<file path="src/rtl/hazard_ctrl.sv">
module hazard_ctrl #(
  parameter int RW = 5
) (
  input  logic          clk,
  input  logic          rst_n,
  input  logic [1:0]    mode,
  input  logic          id_valid,
  input  logic          id_use1,
  input  logic          id_use2,
  input  logic [RW-1:0] id_rs1,
  input  logic [RW-1:0] id_rs2,
  input  logic [RW-1:0] id_rd,
  input  logic          id_wen,
  input  logic          id_load,
  output logic [1:0]    fwd_a,
  output logic [1:0]    fwd_b,
  output logic          stall_pc,
  output logic          stall_fd,
  output logic          flush_ex,
  output logic [1:0]    status
);
  localparam logic [1:0] M_STALL = 2'b01;
  localparam logic [1:0] M_FWD   = 2'b10;
  localparam logic [1:0] SEL_RF  = 2'b00;
  localparam logic [1:0] SEL_MEM = 2'b01;
  localparam logic [1:0] SEL_WB  = 2'b10;

  logic          ex_wen, ex_load, ex_use1, ex_use2;
  logic [RW-1:0] ex_rd, ex_rs1, ex_rs2;
  logic          mem_wen;
  logic [RW-1:0] mem_rd;
  logic          wb_wen;
  logic [RW-1:0] wb_rd;

  function automatic logic reads(input logic w, input logic [RW-1:0] rd,
                                 input logic u1, input logic [RW-1:0] s1,
                                 input logic u2, input logic [RW-1:0] s2);
    return w && (rd != '0) && ((u1 && s1 == rd) || (u2 && s2 == rd));
  endfunction

  function automatic logic [1:0] pick(input logic u, input logic [RW-1:0] s);
    if (mode != M_FWD || !u || s == '0) return SEL_RF;
    if (mem_wen && mem_rd == s)          return SEL_MEM;
    if (wb_wen && wb_rd == s)            return SEL_WB;
    return SEL_RF;
  endfunction

  logic u1, u2, hit_ex, hit_mem, stall;

  assign u1      = id_valid && id_use1;
  assign u2      = id_valid && id_use2;
  assign hit_ex  = reads(ex_wen, ex_rd, u1, id_rs1, u2, id_rs2);
  assign hit_mem = reads(mem_wen, mem_rd, u1, id_rs1, u2, id_rs2);

  always_comb begin
    case (mode)
      M_STALL: stall = hit_ex || hit_mem;
      M_FWD:   stall = hit_ex && ex_load;
      default: stall = 1'b0;
    endcase
  end

  assign fwd_a    = pick(ex_use1, ex_rs1);
  assign fwd_b    = pick(ex_use2, ex_rs2);
  assign stall_pc = stall;
  assign stall_fd = stall;
  assign flush_ex = stall;
  assign status   = stall ? 2'b10 : ((fwd_a != SEL_RF || fwd_b != SEL_RF) ? 2'b01 : 2'b00);

  always_ff @(posedge clk or negedge rst_n) begin
    if (!rst_n) begin
      ex_wen  <= 1'b0;
      ex_load <= 1'b0;
      ex_use1 <= 1'b0;
      ex_use2 <= 1'b0;
      ex_rd   <= '0;
      ex_rs1  <= '0;
      ex_rs2  <= '0;
      mem_wen <= 1'b0;
      mem_rd  <= '0;
      wb_wen  <= 1'b0;
      wb_rd   <= '0;
    end else begin
      wb_wen  <= mem_wen;
      wb_rd   <= mem_rd;
      mem_wen <= ex_wen;
      mem_rd  <= ex_rd;
      if (stall || !id_valid) begin
        ex_wen  <= 1'b0;
        ex_load <= 1'b0;
        ex_use1 <= 1'b0;
        ex_use2 <= 1'b0;
        ex_rd   <= '0;
        ex_rs1  <= '0;
        ex_rs2  <= '0;
      end else begin
        ex_wen  <= id_wen;
        ex_load <= id_load;
        ex_use1 <= id_use1;
        ex_use2 <= id_use2;
        ex_rd   <= id_rd;
        ex_rs1  <= id_rs1;
        ex_rs2  <= id_rs2;
      end
    end
  end
endmodule

</file>
<file path="config.mk">
export PLATFORM = sky130hd
export DESIGN_NAME = hazard_ctrl
export DESIGN_NICKNAME = d
export VERILOG_FILES = /design/src/rtl/hazard_ctrl.sv
export SDC_FILE = /design/constraint.sdc
export NUM_CORES = 1
export LEC_CHECK = 0
export BUFFER_PORTS_ARGS = -buffer_cell sky130_fd_sc_hd__buf_2
export CAP_MARGIN = 30
export CORE_MARGIN = 2
export CORE_UTILIZATION = 55
export CTS_CLUSTER_DIAMETER = 100
export CTS_CLUSTER_SIZE = 28
export DETAILED_ROUTE_END_ITERATION = 12
export PLACE_DENSITY = 0.79
export SLEW_MARGIN = 20
export SYNTH_ARGS = -nofsm -noshare
export SYNTH_HDL_FRONTEND = slang
export SYNTH_SLANG_ARGS = --single-unit
</file>
<file path="constraint.sdc">
create_clock -name clk -period 2.6 [get_ports clk]
set_input_delay 0.13 -clock clk [delete_from_list [all_inputs] [get_ports clk]]
set_output_delay 0.13 -clock clk [all_outputs]
set_load 0.005 [all_outputs]
</file>
# Yosys cells after proc, flatten, opt, wreduce, memory -nomap -nowiden
# Cells that the tools add are included.
classes:
  muxes: 34
  reduce_logical: 33
  n_eq_ne: 11
op_table:
  columns: ["op", "count"]
  rows:
  - ["5-bit == test", 8]
  - ["2-bit 2-to-1 mux", 13]
  - ["1-bit 2-to-1 mux", 17]
  - ["1-bit logical AND", 15]
  - ["5-bit 2-to-1 mux", 3]
  - ["5-bit logical NOT", 2]
  - ["5-bit nonzero test", 2]
  - ["1-bit logical OR", 9]
  - ["2-bit nonzero test", 2]
  - ["1-bit logical NOT", 3]
  - ["2-bit by 1-bit == test with 1-bit output, second input constant", 1]
  - ["2-bit == test, second input constant", 1]
  - ["2-bit != test, second input constant", 1]
  - ["1-bit one-hot mux with 2 select lines", 1]
word_totals:
  out_inout_bits: 9
  word_cells: 89
  reg_bits: 31

# Depth between registers and ports, before layout
# Gate-level depths: netlist of run 1.
logic_depth:
  depth_word: 14
  ltp_mapped: 9
  depth_no_buf: 7

# Worst setup path after synthesis of run 1
# No wires, ideal clock.
synth_path:
  path_kind: "reg2out"
  from: "reg mem_rd[1]"
  to: "out stall_fd"
  t_arrival_ns: 1.587
  required_ns: 2.470
  path_slack_ns: 0.883
  stages_incl_launch_ff: 8
  path_cell_list: "dfrtp_1 -> buf_6 -> or4_1 -> o21ai_1 -> o22a_2 -> buf_6 -> inv_1 -> buf_4"
synth_between:
  elab_chain_len: 6
  elab_cells_between_ends: 10
  classes_between: "eq/ne: 2; mux: 1; reduce/logical: 7"
synth_rtl:
  columns: ["item", "line_no", "source"]
  rows:
  - ["from (decl)", "31", "logic [RW-1:0] mem_rd;"]
  - ["from (signal assigned)", "87", "mem_rd <= ex_rd;"]
  - ["5-bit == test", "38", "return w && (rd != '0) && ((u1 && s1 == rd) || (u2 && s2 == rd));"]
  - ["1-bit logical AND", "38", null]
  - ["1-bit logical OR", "38", null]
  - ["1-bit logical AND *", "38", null]
  - ["1-bit logical OR *", "57", "M_STALL: stall = hit_ex || hit_mem;"]
  - ["1-bit one-hot mux with 2 select lines *", "56", "case (mode)"]
  - ["to (decl)", "18", "output logic stall_fd,"]
# Mark *: on every way between the ends. The rest lies on a longest branch, timed or not.

# Worst setup path after layout of run 1
layout_path:
  from: "reg ex_rd[1]"
  to: "out status[0]"
layout_between:
  elab_chain_len: 7
  elab_cells_between_ends: 12
  classes_between: "eq/ne: 2; mux: 2; reduce/logical: 8"
layout_rtl:
  columns: ["item", "line_no", "source"]
  rows:
  - ["from (decl)", "29", "logic [RW-1:0] ex_rd, ex_rs1, ex_rs2;"]
  - ["from (signal assigned)", "101", "ex_rd <= id_rd;"]
  - ["5-bit == test", "38", null]
  - ["1-bit logical AND", "38", null]
  - ["1-bit logical OR", "38", null]
  - ["1-bit logical AND *", "38", null]
  - ["1-bit logical AND or 1-bit logical OR (tied branches)", "58, 57", null]
  - ["1-bit one-hot mux with 2 select lines *", "56", null]
  - ["2-bit 2-to-1 mux *", "68", "assign status = stall ? 2'b10 : ((fwd_a != SEL_RF || fwd_b != SEL_RF) ? 2'b01 : 2'b00);"]
  - ["to (decl)", "20", "output logic [1:0] status"]
# Marked as above.

==> results of run 1 <==
## worst max-delay path by stage
stage,from,slack [ns],depth (start not counted),end
after floorplan,mem_rd[1],0.88,7,stall_fd
after global placement,mem_rd[1],0.77,5,status[0]
after detailed placement,mem_rd[1],0.73,5,status[0]
after CTS,mem_rd[1],0.36,5,status[0]
after global routing,ex_rd[1],0.22,5,flush_ex
final,ex_rd[1],0.35,5,status[0]
## sequential cells by signal (all words and copies together) (netlist names)
name and cells:
ex_rd 5, ex_rs1 5, ex_rs2 5, mem_rd 5, wb_rd 5, ex_load 1, ex_use1 1, ex_use2 1
ex_wen 1, mem_wen 1, wb_wen 1
## stage by stage
stage                       util  power, uW
after detailed placement  0.6221      662.3
after floorplan                -      612.0
after global routing      0.6506       1010
final                     0.6506      956.7
after global placement    0.6221      656.8
after CTS                 0.6506      970.1
## power breakdown
part	switching, uW	internal, uW	leakage [uW]
sequential	29.6	506	0.000400
clock	145	159	0.0000386
combinational	59.0	58.3	0.000534
total	233	723	0.000972
## kinds of logic after synthesis
kind of cell | synth area share
and+or+nand+nor | 0.1763
adders and majority gates | 0.01567
AOI/OAI and AO/OA | 0.04544
xor gates and xnor gates | 0.2194
buffers and inverters | 0.05721
DFF | 0.4859
## worst reg2reg max path: stages, from the launching register on
cell and delay (ns):
dfrtp_1 0.48, xor2_1 0.18, nor4_1 0.31, a22oi_1 0.14
o22a_2 0.36, and3_1 0.24
## per-layer routing
layer  track usage  vias to the layer above
met4        0.1495                        0
li1              -                      554
met2        0.3604                       43
met1        0.2575                      549
met5             0                        -
met3       0.04464                       15
## cell usage in the layout, fill, tap and decap left out
| cell type | count |
|---|---|
| inv_1 | 3 |
| or4_1 | 4 |
| nor3b_1 | 3 |
| dlygate4sd3_1 | 1 |
| and3_1 | 17 |
| clkbuf_4 | 5 |
| o211ai_1 | 2 |
| xor2_1 | 36 |
| nand3_1 | 4 |
| buf_2 | 32 |
| a22oi_1 | 2 |
| ha_1 | 2 |
| clkbuf_1 | 1 |
| nor2_1 | 7 |
| o22a_2 | 1 |
| clkbuf_8 | 2 |
| and2b_1 | 2 |
| xnor2_1 | 4 |
| o21a_1 | 1 |
| dfrtp_1 | 31 |
| o21ai_0 | 1 |
| o21ai_1 | 1 |
| a21oi_1 | 3 |
| nor4_1 | 8 |
| nand2_1 | 3 |
## layout make-up
type / instances / area (um^2) / share of cell area
Sequential cell: 31 / 775.7 / 0.4324
Multi-Input combinational cell: 101 / 729.5 / 0.4066
Timing Repair Buffer: 33 / 170.2 / 0.09484
Clock buffer: 8 / 68.82 / 0.03835
Tap cell: 31 / 38.79 / 0.02162
Inverter: 3 / 11.26 / 0.006276
## synth_stat cells, types with 4 or more instances
master,number,area [um^2]
xor2_1,36,315.3
buf_2,4,20.02
and3_1,17,106.4
nor4_1,8,50.05
or4_1,4,30.03
nor2_1,7,26.28
nand3_1,4,20.02
xnor2_1,4,35.03
dfrtp_1,31,775.7
==> key figures, run 1 <==
Drt
  • Initial DRT Pass Iterations: 6
  • Vias per cell: 5.609
  • DRC viols: 0
  • Routed via count: 1161
  • Top layer in use: met4
  • Routed length on met2: roughly 1600 um
  • DR iter-0 viols: 38
  • Met1 Wirelength: between 1000 and 1500 um
  • WL per Instance: about 15 um
  • Met3 wire len: around 170 um
  • Final WL: roughly 3100 um
  • Number of routed nets with antenna violations: 0

Clocking
  • Clock Path Buffers: 2
  • CTS sink cnt: 31
  • Root Buffer: clkbuf_4
  • Quantity of hold-fixing buffers added after cts: 1
  • Cts repair resizes: 0
  • Htree depth: 2
  • Post-CTS setup buffers: 0
  • Worst-path clk slew: 0.09 ns
  • Clk_lat worst skew: roughly 0.32 ns
  • CTS tree: yes
  • Num CTS Buffers: 5

Critical path
  • Crit end category: output port
  • Worst-path maximum fanout: 21
  • Required time worst endpoint: 2.47 ns
  • Worst r2r src: mem_rd[4]
  • FF-to-FF path depth: 5
  • Startpoint types: flip-flop
  • FF-to-FF End: ex_wen
  • CP arrival: 2.12 ns
  • Critical path cell sequence: or4_1, o21ai_0, o22a_2, o21a_1, buf_2
  • Buf+Inv Stages, Crit Path: 1
  • Setup slack, reg-to-reg: between 0.7 and 0.8 ns
  • CP delay by family, top: compound AO/OA/AOI/OAI gates
  • CP max stage delay: approximately 0.52 ns
  • CP Class: flip-flop to output port
  • CP max-delay cell: or4_1

GRT
  • Vias in the first global route: between 1000 and 1500
  • Largest net degree at the start of global routing: 32
  • Grt ovf: 0
  • First-pass GRT wire length: 5361 um
  • Total GRT Usage: 0.2190
  • Initial antenna violation count: 0

STA
  • Final min period: approximately 2.2 ns
  • Fin crit share: 0.8637
  • Final Setup Violations: 0
  • Fmax: between 0.4 and 0.5 GHz
  • Worst-margin pin slew: roughly 0.66 ns
  • Worst hold margin: around 0.042 ns
  • Final Hold Viols: 0
  • Setup TNS Final: 0 ns
  • PnR worst setup slack: approximately 0.35 ns
  • Final Slew Violations: 0
  • Clock Skew: between 0.003 and 0.004 ns
  • RSZ-0062 raised after global routing: false
  • Slew HR: 0.5598

Synth
  • Netlist Area Pre-Place: 1597 um^2
  • #FFs+latches synth: 31
  • Post-Syn Nets: around 170
  • Cells after Synth: 146
  • Top_reg_cell synth: dfrtp_1
  • Number of flops mapped to enable cells by yosys: 0
  • Post-synthesis sequential area ratio: 0.4859
  • Warnings, synthesis: 0
  • Syn_area_per_cell: 10.94 um^2
  • Asr flop ratio synth: 1.000
  • Synth cell types: 24

Floorplan
  • Starting Density: 0.5789
  • Placeable Area: 2758 um^2
  • # rows: 19
  • Num ports: 33
  • Die Span Y: between 50 and 60 um
  • Die area: roughly 3300 um^2
  • Die width: a little under 60 um

Placement
  • Port bufs: 32
  • Cells after DPL: a little under 200
  • GPL Wtd Cong: approximately 0.88
  • Dpl hpwl: around 2300 um
  • Pre-CTS setup slack: 0.7265 ns
  • DP Area: roughly 1700 um^2

Job
  • Max Cap Violations: 0

Cells and area
  • Layout Cells excl Fill: between 200 and 250
  • Share of layout cells above drive strength 1: 0.2273
  • Ant diodes: 0
  • Final instance area: approximately 1800 um^2
  • Nets: roughly 200
  • Synthesis-to-finish area growth: 12.38%
  • Layout fillers: roughly 240

Power and ir drop
  • Peak supply drop: about 0.35 mV
  • Leakage power: roughly 0.00097 uW
  • Power Density: about 530 nW/um^2

Min path
  • Hold wc startpoint: id_rd[2]
  • HP Class: primary input to flip-flop
  • Hold depth: 2
  • Hold path endpoint: ex_rd[2]

Run status
  • Status: complete, no violations
Power figures use the tool's default switching activity.
==> inputs of run 2 (changes only) <==
--- a/config.mk
+++ b/config.mk
@@ -8,11 +8,11 @@
 export BUFFER_PORTS_ARGS = -buffer_cell sky130_fd_sc_hd__buf_2
 export CAP_MARGIN = 30
 export CORE_MARGIN = 2
-export CORE_UTILIZATION = 55
+export CORE_UTILIZATION = 50
 export CTS_CLUSTER_DIAMETER = 100
 export CTS_CLUSTER_SIZE = 28
 export DETAILED_ROUTE_END_ITERATION = 12
-export PLACE_DENSITY = 0.79
+export PLACE_DENSITY = 0.81
 export SLEW_MARGIN = 20
 export SYNTH_ARGS = -nofsm -noshare
 export SYNTH_HDL_FRONTEND = slang
==> run 2 against run 1 <==
Effect of this change: hold slack lost 0.0016 ns; cell count is 5.8% higher; global-route usage fell by 1.9 points; register-to-register slack about the same; first-iteration DRC count down 24%; critical path type unchanged; count of clock-buffer cells in the layout is 2 lower; clock skew fell by 0.00098 ns.
==> key figures, run 2 (same netlist as run 1, synthesis figures left out) <==
GRT
  • First-pass GRT wire length: 5202 um
  • Total GRT Usage: 0.2004
  • Vias in the first global route: 1205
  • Grt ovf: 0
  • Initial antenna violation count: 0
  • Largest net degree at the start of global routing: 32

Power and ir drop
  • Power Density: 515.8 nW/um^2
  • Power, Total: 927.4 uW
  • Clock power frac: 0.296
  • Peak supply drop: between 0.3 and 0.4 mV
  • Switch share: 0.2565
  • Internal: about 700 uW
  • Sequential share of power: 0.578
  • Leakage power: 0.0009675 uW
  • Switch Pwr: about 240 uW
  • Logic pwr share: 0.125

Floorplan
  • Die Span Y: ~61 um
  • Num ports: 33
  • Starting Density: 0.5230
  • Die area: ~3700 um^2
  • # rows: 20
  • Die width: roughly 60 um
  • Placeable Area: around 3100 um^2

STA
  • RSZ-0062 raised after global routing: false
  • Fmax: roughly 0.45 GHz
  • Fin crit share: 0.8559
  • Worst-margin pin slew: 0.6555 ns
  • Final Setup Violations: 0
  • Final Hold Viols: 0
  • Slew HR: 0.5630
  • Final Slew Violations: 0
  • Clock Skew: between 0.002 and 0.0025 ns
  • Final min period: between 2 and 2.5 ns
  • Setup TNS Final: 0 ns

Critical path
  • Crit path from: mem_rd[2]
  • CP arrival: between 2 and 2.5 ns
  • Worst-path maximum fanout: 21
  • Required time worst endpoint: around 2.5 ns
  • Startpoint types: flip-flop
  • Crit end category: output port
  • Worst r2r src: mem_rd[3]
  • CP Class: flip-flop to output port

Drt
  • DRC viols: 0
  • WL per Instance: 13.81 um
  • DR iter-0 viols: 29
  • Vias per cell: about 5.1
  • Final WL: roughly 3000 um
  • Number of routed nets with antenna violations: 0
  • Initial DRT Pass Iterations: 4
  • Routed via count: between 1000 and 1500

Clocking
  • CTS tree: yes
  • Quantity of hold-fixing buffers added after cts: 1
  • Clock Path Buffers: 2
  • Num CTS Buffers: 5
  • CTS sink cnt: 31
  • Cts repair resizes: 0
  • Clk_lat worst skew: 0.32 ns
  • Worst-path clk slew: around 0.090 ns
  • Htree depth: 2
  • Post-CTS setup buffers: 0
  • Root Buffer: clkbuf_4

Job
  • Max Cap Violations: 0

Placement
  • GPL Wtd Cong: just over 0.8
  • Port bufs: 32
  • Dpl hpwl: about 2300 um

Cells and area
  • Commonest non-fill, non-tap cell in the layout: xor2_1
  • Ant diodes: 0
  • Share of layout cells above drive strength 1: 0.2286
  • Nets: around 200
  • Core Util, Final: 0.5889
  • Synthesis-to-finish area growth: 12.62%
  • Commonest non-fill, non-tap cells in the layout: xor2_1 (36), buf_2 (32), dfrtp_1 (31), and3_1 (17), nor4_1 (8)

Min path
  • HP Class: primary input to flip-flop
  • Hold wc startpoint: id_load

Run status
  • Status: complete, no violations
run 2: worst max-delay path: stages (launching register included):
cell	delay [ns]
dfrtp_1	0.48
or4_1	0.54
o21ai_1	0.13
o22a_2	0.34
o21a_1	0.17
buf_2	0.10
run 2: layout make-up:
cell class	count	area [um^2]
Clock buffer	6	51.30
Clock inverter	1	5.005
Fill cell	272	1255
Inverter	3	11.26
Multi-Input combinational cell	101	729.5
Sequential cell	31	775.7
Tap cell	44	55.05
Timing Repair Buffer	33	170.2
run 2: worst paths after layout:
| check | endpoint | slack (ns) | cells after the start |
|---|---|---|---|
| setup reg to reg | ex_rd[1] | 0.80 | 5 |
| max in group asynchronous | wb_rd[0] | 1.82 | 2 |
| min in group asynchronous | mem_wen | 0.36 | 2 |
| setup / recovery | status[0] | 0.37 | 5 |
| hold reg to reg | mem_wen | 0.39 | 0 |
| hold / removal | ex_load | 0.04 | 2 |
run 2: per-layer routing:
metal,vias up,GRT usage,wire length (um)
met5,-,0,0
met4,0,0.09317,48
met3,7,0.06397,135
met2,27,0.3432,1533
met1,538,0.2288,1306
li1,552,-,-
run 2: power by group through the flow:
stage	logic [uW]	registers (uW)	clock network, uW
after global routing	131	540	308
after detailed placement	116	546	0
after CTS	118	536	286
final	116	536	275
after global placement	113	544	0
after floorplan	79.3	533	0
run 2: stage by stage:
| step | setup WS [ns] | hold WS, ns | std cells | area, um^2 |
|---|---|---|---|---|
| global placement | 0.7695 | 0.1858 | 211 | 1732 |
| detailed placement | 0.7413 | 0.1932 | 211 | 1732 |
| global route | 0.2477 | 0.02559 | 219 | 1798 |
| floorplan | 0.8834 | -0.1656 | 146 | 1597 |
| finish | 0.3746 | 0.04040 | 219 | 1798 |
| CTS | 0.3617 | 0.02849 | 219 | 1798 |
